### src/rtl/csr_pkg.sv
package csr_pkg;

  localparam int PRIO_W  = 2;
  localparam int LCODE_W = 3;
  localparam int PLEN_W  = 6;
  localparam int FIELD_W = 1 + PRIO_W + LCODE_W;

  typedef enum logic [1:0] {
    CMD_IDLE = 2'b00,
    CMD_RD   = 2'b01,
    CMD_WR   = 2'b10,
    CMD_NOP  = 2'b11
  } bus_cmd_e;

  // packed order gives len_code at 5:3, prio at 2:1, en at 0
  typedef struct packed {
    logic [LCODE_W-1:0] len_code;
    logic [PRIO_W-1:0]  prio;
    logic               en;
  } ctrl_fields_t;

  localparam ctrl_fields_t CTRL_RST = '{len_code: '0, prio: 2'b11, en: 1'b0};

  localparam logic [7:0] CTRL_BASE = 8'h00;
  localparam logic [7:0] STAT_BASE = 8'h10;
  localparam int         REG_STEP  = 4;

  function automatic logic [PLEN_W-1:0] len_from_code(logic [LCODE_W-1:0] code);
    if (code > 3'd3) return PLEN_W'(32);
    return PLEN_W'(4) << code;
  endfunction

endpackage

### src/rtl/csr_addr_decode.sv
module csr_addr_decode
  import csr_pkg::*;
#(
  parameter int NUM_CH = 3,
  parameter int ADDR_W = 8
) (
  input  logic [1:0]        cmd,
  input  logic [ADDR_W-1:0] addr,
  output logic [NUM_CH-1:0] ctrl_hit,
  output logic [NUM_CH-1:0] stat_hit,
  output logic [NUM_CH-1:0] ctrl_wr,
  output logic              rd_en,
  output logic              wr_en
);

  bus_cmd_e cmd_e;
  assign cmd_e = bus_cmd_e'(cmd);
  assign rd_en = (cmd_e == CMD_RD);
  assign wr_en = (cmd_e == CMD_WR);

  for (genvar i = 0; i < NUM_CH; i++) begin : g_hit
    localparam logic [ADDR_W-1:0] CTRL_ADDR = ADDR_W'(int'(CTRL_BASE) + REG_STEP * i);
    localparam logic [ADDR_W-1:0] STAT_ADDR = ADDR_W'(int'(STAT_BASE) + REG_STEP * i);
    assign ctrl_hit[i] = (addr == CTRL_ADDR);
    assign stat_hit[i] = (addr == STAT_ADDR);
    assign ctrl_wr[i]  = wr_en && ctrl_hit[i];
  end

endmodule

### src/rtl/csr_chan_ctrl.sv
module csr_chan_ctrl
  import csr_pkg::*;
(
  input  logic         clk,
  input  logic         rst_n,
  input  logic         wr_stb,
  input  ctrl_fields_t wr_val,
  output ctrl_fields_t q
);

  always_ff @(posedge clk or negedge rst_n) begin
    if (!rst_n) q <= CTRL_RST;
    else if (wr_stb) q <= wr_val;
  end

  // a register changes only on its own strobe
  p_hold_no_write_r2: assert property (@(posedge clk) disable iff (!rst_n)
    !wr_stb |=> $stable(q));

  // on leaving reset the register holds its reset value
  p_reset_value_r1: assert property (@(posedge clk) disable iff (!rst_n)
    $rose(rst_n) |-> (q == CTRL_RST));

endmodule

### src/rtl/csr_read_mux.sv
module csr_read_mux
  import csr_pkg::*;
#(
  parameter int NUM_CH = 3,
  parameter int DATA_W = 32,
  parameter int LVL_W  = 8
) (
  input  ctrl_fields_t [NUM_CH-1:0]   ctrl_q,
  input  logic [NUM_CH*LVL_W-1:0]     fifo_lvl,
  input  logic [NUM_CH-1:0]           ctrl_hit,
  input  logic [NUM_CH-1:0]           stat_hit,
  output logic [DATA_W-1:0]           rd_value
);

  always_comb begin
    rd_value = '0;
    for (int i = 0; i < NUM_CH; i++) begin
      if (ctrl_hit[i]) rd_value = rd_value | DATA_W'(ctrl_q[i]);
      if (stat_hit[i]) rd_value = rd_value | DATA_W'(fifo_lvl[i*LVL_W +: LVL_W]);
    end
  end

endmodule

### src/rtl/chan_csr_bank.sv
module chan_csr_bank
  import csr_pkg::*;
#(
  parameter int NUM_CH = 3,
  parameter int ADDR_W = 8,
  parameter int DATA_W = 32,
  parameter int LVL_W  = 8
) (
  input  logic                        clk,
  input  logic                        rst_n,
  input  logic [1:0]                  bus_cmd,
  input  logic [ADDR_W-1:0]           bus_addr,
  input  logic [DATA_W-1:0]           bus_wdata,
  output logic [DATA_W-1:0]           bus_rdata,
  input  logic [NUM_CH*LVL_W-1:0]     fifo_lvl_i,
  output logic [NUM_CH-1:0]           ch_en_o,
  output logic [NUM_CH*PRIO_W-1:0]    ch_prio_o,
  output logic [NUM_CH*LCODE_W-1:0]   ch_len_code_o,
  output logic [NUM_CH*PLEN_W-1:0]    ch_pkt_len_o
);

  logic [NUM_CH-1:0]         ctrl_hit;
  logic [NUM_CH-1:0]         stat_hit;
  logic [NUM_CH-1:0]         ctrl_wr;
  logic                      rd_en;
  logic                      wr_en;
  logic                      any_hit;
  logic [DATA_W-1:0]         rd_value;
  ctrl_fields_t [NUM_CH-1:0] ctrl_q;
  ctrl_fields_t              wr_fields;
  logic                      unused_wbits;

  assign wr_fields    = ctrl_fields_t'(bus_wdata[FIELD_W-1:0]);
  assign unused_wbits = ^bus_wdata[DATA_W-1:FIELD_W];
  assign any_hit      = |{ctrl_hit, stat_hit};

  csr_addr_decode #(.NUM_CH(NUM_CH), .ADDR_W(ADDR_W)) u_dec (
    .cmd(bus_cmd), .addr(bus_addr), .ctrl_hit(ctrl_hit), .stat_hit(stat_hit),
    .ctrl_wr(ctrl_wr), .rd_en(rd_en), .wr_en(wr_en)
  );

  for (genvar i = 0; i < NUM_CH; i++) begin : g_ch
    csr_chan_ctrl u_reg (
      .clk(clk), .rst_n(rst_n), .wr_stb(ctrl_wr[i]), .wr_val(wr_fields), .q(ctrl_q[i])
    );
    assign ch_en_o[i]                        = ctrl_q[i].en;
    assign ch_prio_o[i*PRIO_W +: PRIO_W]     = ctrl_q[i].prio;
    assign ch_len_code_o[i*LCODE_W +: LCODE_W] = ctrl_q[i].len_code;
    assign ch_pkt_len_o[i*PLEN_W +: PLEN_W]  = len_from_code(ctrl_q[i].len_code);

    // status read returns the level sampled in the read cycle
    p_stat_read_r7: assert property (@(posedge clk) disable iff (!rst_n)
      (rd_en && stat_hit[i]) |=> (bus_rdata == DATA_W'($past(fifo_lvl_i[i*LVL_W +: LVL_W]))));
  end

  csr_read_mux #(.NUM_CH(NUM_CH), .DATA_W(DATA_W), .LVL_W(LVL_W)) u_mux (
    .ctrl_q(ctrl_q), .fifo_lvl(fifo_lvl_i), .ctrl_hit(ctrl_hit), .stat_hit(stat_hit),
    .rd_value(rd_value)
  );

  always_ff @(posedge clk or negedge rst_n) begin
    if (!rst_n) bus_rdata <= '0;
    else bus_rdata <= rd_en ? rd_value : '0;
  end

  // bus is quiet after a cycle without a read
  p_rdata_quiet_r6: assert property (@(posedge clk) disable iff (!rst_n)
    !rd_en |=> (bus_rdata == '0));

  // no register drives bits above the status field
  p_upper_zero_r4: assert property (@(posedge clk) disable iff (!rst_n)
    bus_rdata[DATA_W-1:LVL_W] == '0);

  // unmapped read returns zero
  p_unmapped_read_r8: assert property (@(posedge clk) disable iff (!rst_n)
    (rd_en && !any_hit) |=> (bus_rdata == '0));

  // write outside the control offsets leaves every output unchanged
  p_ignored_write_r8: assert property (@(posedge clk) disable iff (!rst_n)
    (wr_en && !(|ctrl_hit)) |=> ($stable(ch_en_o) && $stable(ch_prio_o) && $stable(ch_len_code_o)));

endmodule

### config.mk
export PLATFORM = sky130hd
export DESIGN_NAME = chan_csr_bank
export DESIGN_NICKNAME = d
export VERILOG_FILES = /design/src/rtl/csr_pkg.sv /design/src/rtl/csr_addr_decode.sv /design/src/rtl/csr_chan_ctrl.sv /design/src/rtl/csr_read_mux.sv /design/src/rtl/chan_csr_bank.sv
export SDC_FILE = /design/constraint.sdc
export NUM_CORES = 1
export LEC_CHECK = 0
export BUFFER_PORTS_ARGS = -buffer_cell sky130_fd_sc_hd__buf_2
export CAP_MARGIN = 20
export CORE_AREA = 3 3 101 55
export CTS_CLUSTER_DIAMETER = 80
export DETAILED_ROUTE_END_ITERATION = 7
export DIE_AREA = 0 0 104 58
export PLACE_DENSITY = 0.75
export SKIP_LAST_GASP = 1
export SYNTH_ARGS = -nofsm -noshare
export SYNTH_HDL_FRONTEND = slang
export SYNTH_SLANG_ARGS = --single-unit
### constraint.sdc
create_clock -name clk -period 1 [get_ports clk]
set_input_delay 0.15 -clock clk [delete_from_list [all_inputs] [get_ports clk]]
set_output_delay 0.15 -clock clk [all_outputs]
set_load 0.005 [all_outputs]
**Word-level counts from Yosys, hierarchy flattened**

Index checks and enable logic that the tools add are counted.

- Register bits: 50
- Bits of input ports: 68
- Output and inout bits: 68

- Shifts and indexed selects: 3
- Muxes and demuxes: 16
- $lt $le $gt $ge: 3
- Bitwise logic cells: 5
- Reduce and logical (&&, ||, !) cells: 4
- Equal/unequal tests: 7

Operators with widths:

| operator | number |
|---|---|
| two-way mux 32 bit | 6 |
| bitwise OR 32 x 8 -> 32 bit | 3 |
| bitwise OR 32 x 6 -> 32 bit | 2 |
| two-way mux 6 bit | 7 |
| equality test 8 x 5 -> 1 bit (second input constant) | 3 |
| left shift 3 x 3 -> 6 bit (first input constant) | 3 |
| > comparator 3 x 2 -> 1 bit (second input constant) | 3 |
| equality test 8 x 3 -> 1 bit (second input constant) | 1 |
| equality test 8 x 4 -> 1 bit (second input constant) | 1 |
| zero test 8 bit | 1 |
| logical AND 1 bit | 3 |
| two-way mux 1 bit | 3 |
| equality test 2 x 1 -> 1 bit (second input constant) | 1 |
| equality test 2 bit (second input constant) | 1 |

**Logic depth before layout (Yosys ltp)**

- Depth after elaboration: 13
- Mapped depth: 4

**By module**

Synthesis repeated with hierarchy kept, for this count alone.

- Cell total of the unflattened synthesis: 199
- Area total of the unflattened synthesis: 2,466.1 sq um

By module, submodules not included:

| module | area each (sq um) | instances | cells each | sequential area each (sq um) |
|---|---|---|---|---|
| chan_csr_bank | 1,187.4 | 1 | 86 | 800.8 |
| csr_chan_ctrl | 254.0 | 3 | 13 | 152.6 |
| csr_read_mux | 387.9 | 1 | 56 | 0.0 |
| csr_addr_decode | 128.9 | 1 | 18 | 0.0 |

**Worst setup path before layout**

Ideal clock, no wire load.

- Path type: input-to-reg
- Start point: input bus_addr[0]
- End point: register g_ch[0].u_reg.q[0] in the netlist's numbering
- Stages on the path: 3
- Setup time: 0.128 ns
- Path buffers: 0
- Setup slack: -0.143 ns
- Data arrival time: 1.016 ns
- Cells stage by stage: nor4b_4 > nand3_2 > mux2_1

- Cells in the longest elaborated chain, start to end: 2

RTL lines:

| item | line | RTL |
|---|---|---|
| start: declaration | chan_csr_bank.sv:12 | `input logic [ADDR_W-1:0] bus_addr,` |
| zero test 8 bit | csr_addr_decode.sv:24 | `assign ctrl_hit[i] = (addr == CTRL_ADDR);` |
| logical AND 1 bit | csr_addr_decode.sv:26 | `assign ctrl_wr[i] = wr_en && ctrl_hit[i];` |
| end signal: assignment | csr_chan_ctrl.sv:13 | `else if (wr_stb) q <= wr_val;` |
| end: declaration | csr_chan_ctrl.sv:8 | `output ctrl_fields_t q` |

No other way between the ends.
A chain may end at the register's enable or synchronous reset.

**Worst setup path in the final report**

- Start point: register g_ch[0].u_reg.q[4] in the netlist's numbering
- End point: output ch_pkt_len_o[2]

- Cells in the longest elaborated chain, start to end: 3
- Elaborated cells on any way between the ends: 4

RTL lines:

| item | line | RTL |
|---|---|---|
| > comparator 3 x 2 -> 1 bit | csr_pkg.sv:29 | `if (code > 3'd3) return PLEN_W'(32);` |
| two-way mux 1 bit | csr_pkg.sv:29 |  |
| two-way mux 6 bit * | csr_pkg.sv:30 | `return PLEN_W'(4) << code;` |
| end: declaration | chan_csr_bank.sv:19 | `output logic [NUM_CH*PLEN_W-1:0] ch_pkt_len_o` |

Mark *: on every way between the ends. The rest lies on a longest branch, timed or not.

==> run_results.csv <==
group,metric,value,unit
power,p_leak,1.48,nW
global_route,first_global_vias,1510,
finish,final_common_cell,"buf_2",
drt,firstDrtPassIters,4,
drt,first_iter_violations,74,
timing,fin_skew,2.67,ps
worst_setup_path,end_kind,"output port",
placed_design,port_buffers,79,
global_route,grt_overflow,0,
synthesis,synth_cell_type_count,24,
outcome,violations,"negative setup slack",
finish,area_delta_synth_final,69.1,%
power,p_total,2.38,mW
synthesis,ys_seq_elements,26,
placed_design,dp_cells,314,
synthesis,netlist_area,1640,sq um
worst_setup_path,cp_num_cells,3,
synthesis,yosysTopAreaCell,"dfrtp_1",
timing,maxSlewViolCount,0,
floorplanning,rows,18,
drt,ant_nets,0,
power,ir_drop,0.526,mV
cts,htree_levels,1,
min_path,hp-class,"in -> reg",
finish,final_cells,335,
placed_design,placed_area,2260,sq um
global_route,antenna_found_initial,0,
timing,worst_slack,-301,ps
timing,max_freq,769,MHz
timing,rsz0062_at_grt,"yes",
finish,fin_area,2770,sq um
drt,finalWirelength,5.58,mm
worst_setup_path,worst_r2r_path_depth,4,
placed_design,hpwl,3.83,mm
finish,layout-drive-gt1-share,71.7,%
worst_setup_path,path_class,"reg -> out",
synthesis,netlist_instances,143,
min_path,worstHoldPathCells,3,
floorplanning,initial_core_util,34.3,%
global_route,grt_util_all_layers,17.0,%
timing,layout_min_cycle_time,1300,ps
worst_setup_path,crit_fanout,5,
placed_design,dpl_worst_slack,-432,ps
synthesis,avgSynthCellArea,11.5,sq um
power,power_density,859,nW/um^2
finish,finish.utilization,58.0,%
cts,cts.sinks,26,
synthesis,yosysWarnings,0,
placed_design,gp_congestion,0.757,
worst_setup_path,cp.arrival,1150,ps
worst_setup_path,slowest_stage,"dfrtp_1",
global_route,grt_first_pass_wirelength,7.94,mm
worst_setup_path,critPathTopFamily,"flip-flops",
floorplanning,pin_count,136,
drt,num_vias,1515,
cts,root_buffer,"clkbuf_8",
worst_setup_path,cp_cell_sequence,"buf_6, nor3_2, buf_2",
synthesis,yosysTopAreaCellShare,30.6,%
finish,nets,334,
worst_setup_path,crit_path_start_kind,"register",
floorplanning,die_h,58,microns
floorplanning,design.die.area,6030,sq um
cts,cts_buffers,3,
drt,viasPerCell,4.52,
floorplanning,core_area,4770,sq um
cts,cts.clk_slew.worst_paths,90,ps
timing,holdWs,112,ps
synthesis,synth.area.top_cells,"dfrtp_1, mux2_2, buf_4",
drt,drc,0,
cts,clk_latency,280,ps
cts,cts_buffer_depth,2,
synthesis,synth_seq_area_share,40.2,%
timing,hold_viol_final,0,
finish,final_cell_mix,"buf_2, buf_6, conb_1",
floorplanning,die_w,104,microns
finish,n_antenna_cell,0,
worst_setup_path,crit_required,850,ps
worst_setup_path,critPathMaxStageDelay,420,ps
worst_setup_path,path_buf_inv,2,
drt,avgRoutedWirePerCell,16.7,microns
outcome,outcome,"complete, but fails checks",
timing,fin_tns_setup,-6210,ps
job,drv_cap,0,
finish,n_fill_cell,393,
timing,fin_crit_sh,130,%
global_route,grt_max_degree,27,
cts,cts_tree,"built",
timing,setup_viol,42,
## power breakdown
group          switching, mW  internal (mW)
Clock                  0.349          0.353
Sequential            0.0226           1.08
Combinational          0.263          0.315
Total                  0.634           1.75
## path summary, 6_finish.rpt
check / start / end / slack [ps]
worst min register to register: g_ch[2].u_reg.q[0]$_DFFE_PN0P_ / g_ch[2].u_reg.q[0]$_DFFE_PN0P_ / 600
max in group asynchronous: rst_n / g_ch[0].u_reg.q[1]$_DFFE_PN1P_ / 300
min in group asynchronous: rst_n / bus_rdata[5]$_DFF_PN0_ / 400
worst max-delay path: g_ch[0].u_reg.q[4]$_DFFE_PN0P_ / ch_pkt_len_o[2] / -300
worst max register to register: g_ch[1].u_reg.q[5]$_DFFE_PN0P_ / bus_rdata[5]$_DFF_PN0_ / -240
worst min-delay path: fifo_lvl_i[23] / bus_rdata[7]$_DFF_PN0_ / 110
## synthesized netlist by cell type
cell type  instances
a211oi_1           2
a21o_1             3
a21oi_1            2
a221oi_1           8
a22oi_1            2
and2b_1            1
buf_2              3
buf_4             30
clkinv_1           1
conb_1             1
dfrtp_1           20
dfstp_2            6
inv_1              1
mux2_1            10
mux2_2            24
nand2_1            7
nand3_2            3
nor2_1             1
nor2b_1            1
nor3_1             8
nor3b_1            6
nor4_4             1
nor4b_1            1
nor4b_4            1
## layout make-up
class                           count  area [sq um]  area share (%)
Multi-Input combinational cell    111          1000            36.1
Timing Repair Buffer              122           956            34.5
Sequential cell                    26           662            23.9
Tap cell                           70          87.6            3.16
Clock buffer                        4          55.1            1.99
Inverter                            2          7.51           0.271
## sequential cells by signal, summed over array words and instances, names as in the netlist
signal and flops:
bus_rdata 8, g_ch.u_reg.q 18
## metal layers
layer  track usage (%)  wire length [microns]
met1              21.8                   2520
met2              26.9                   2590
met5                 0                      0
met3              7.23                    437
met4              4.36                     30
## worst register-to-register path, stage by stage (launching register included)
cell	delay [ps]
dfrtp_1	400
buf_4	130
mux2_4	270
a221oi_2	240
nor3_1	80
## what timing repair did
action	4_1_cts	5_1_grt
gates resized for setup	51	21
pin swaps	15	4
hold buffers	1	0
setup buffers	12	6
hold endpoints to repair	20	0
setup endpoints to repair	53	52
## cells by family (layout without fill, tap and decap cells)
| logic type | after synthesis | count (layout) | share of synthesized area [%] |
|---|---|---|---|
| AO/OA/AOI/OAI | 17 | 17 | 8.10 |
| other | 1 | 30 | 0.229 |
| multiplexers | 34 | 34 | 23.4 |
| AND/OR/NAND/NOR | 30 | 30 | 13.0 |
| buffers and inverters | 35 | 128 | 15.1 |
| flip-flops | 26 | 26 | 40.2 |
No activity file was read; power rests on OpenSTA's default activity.
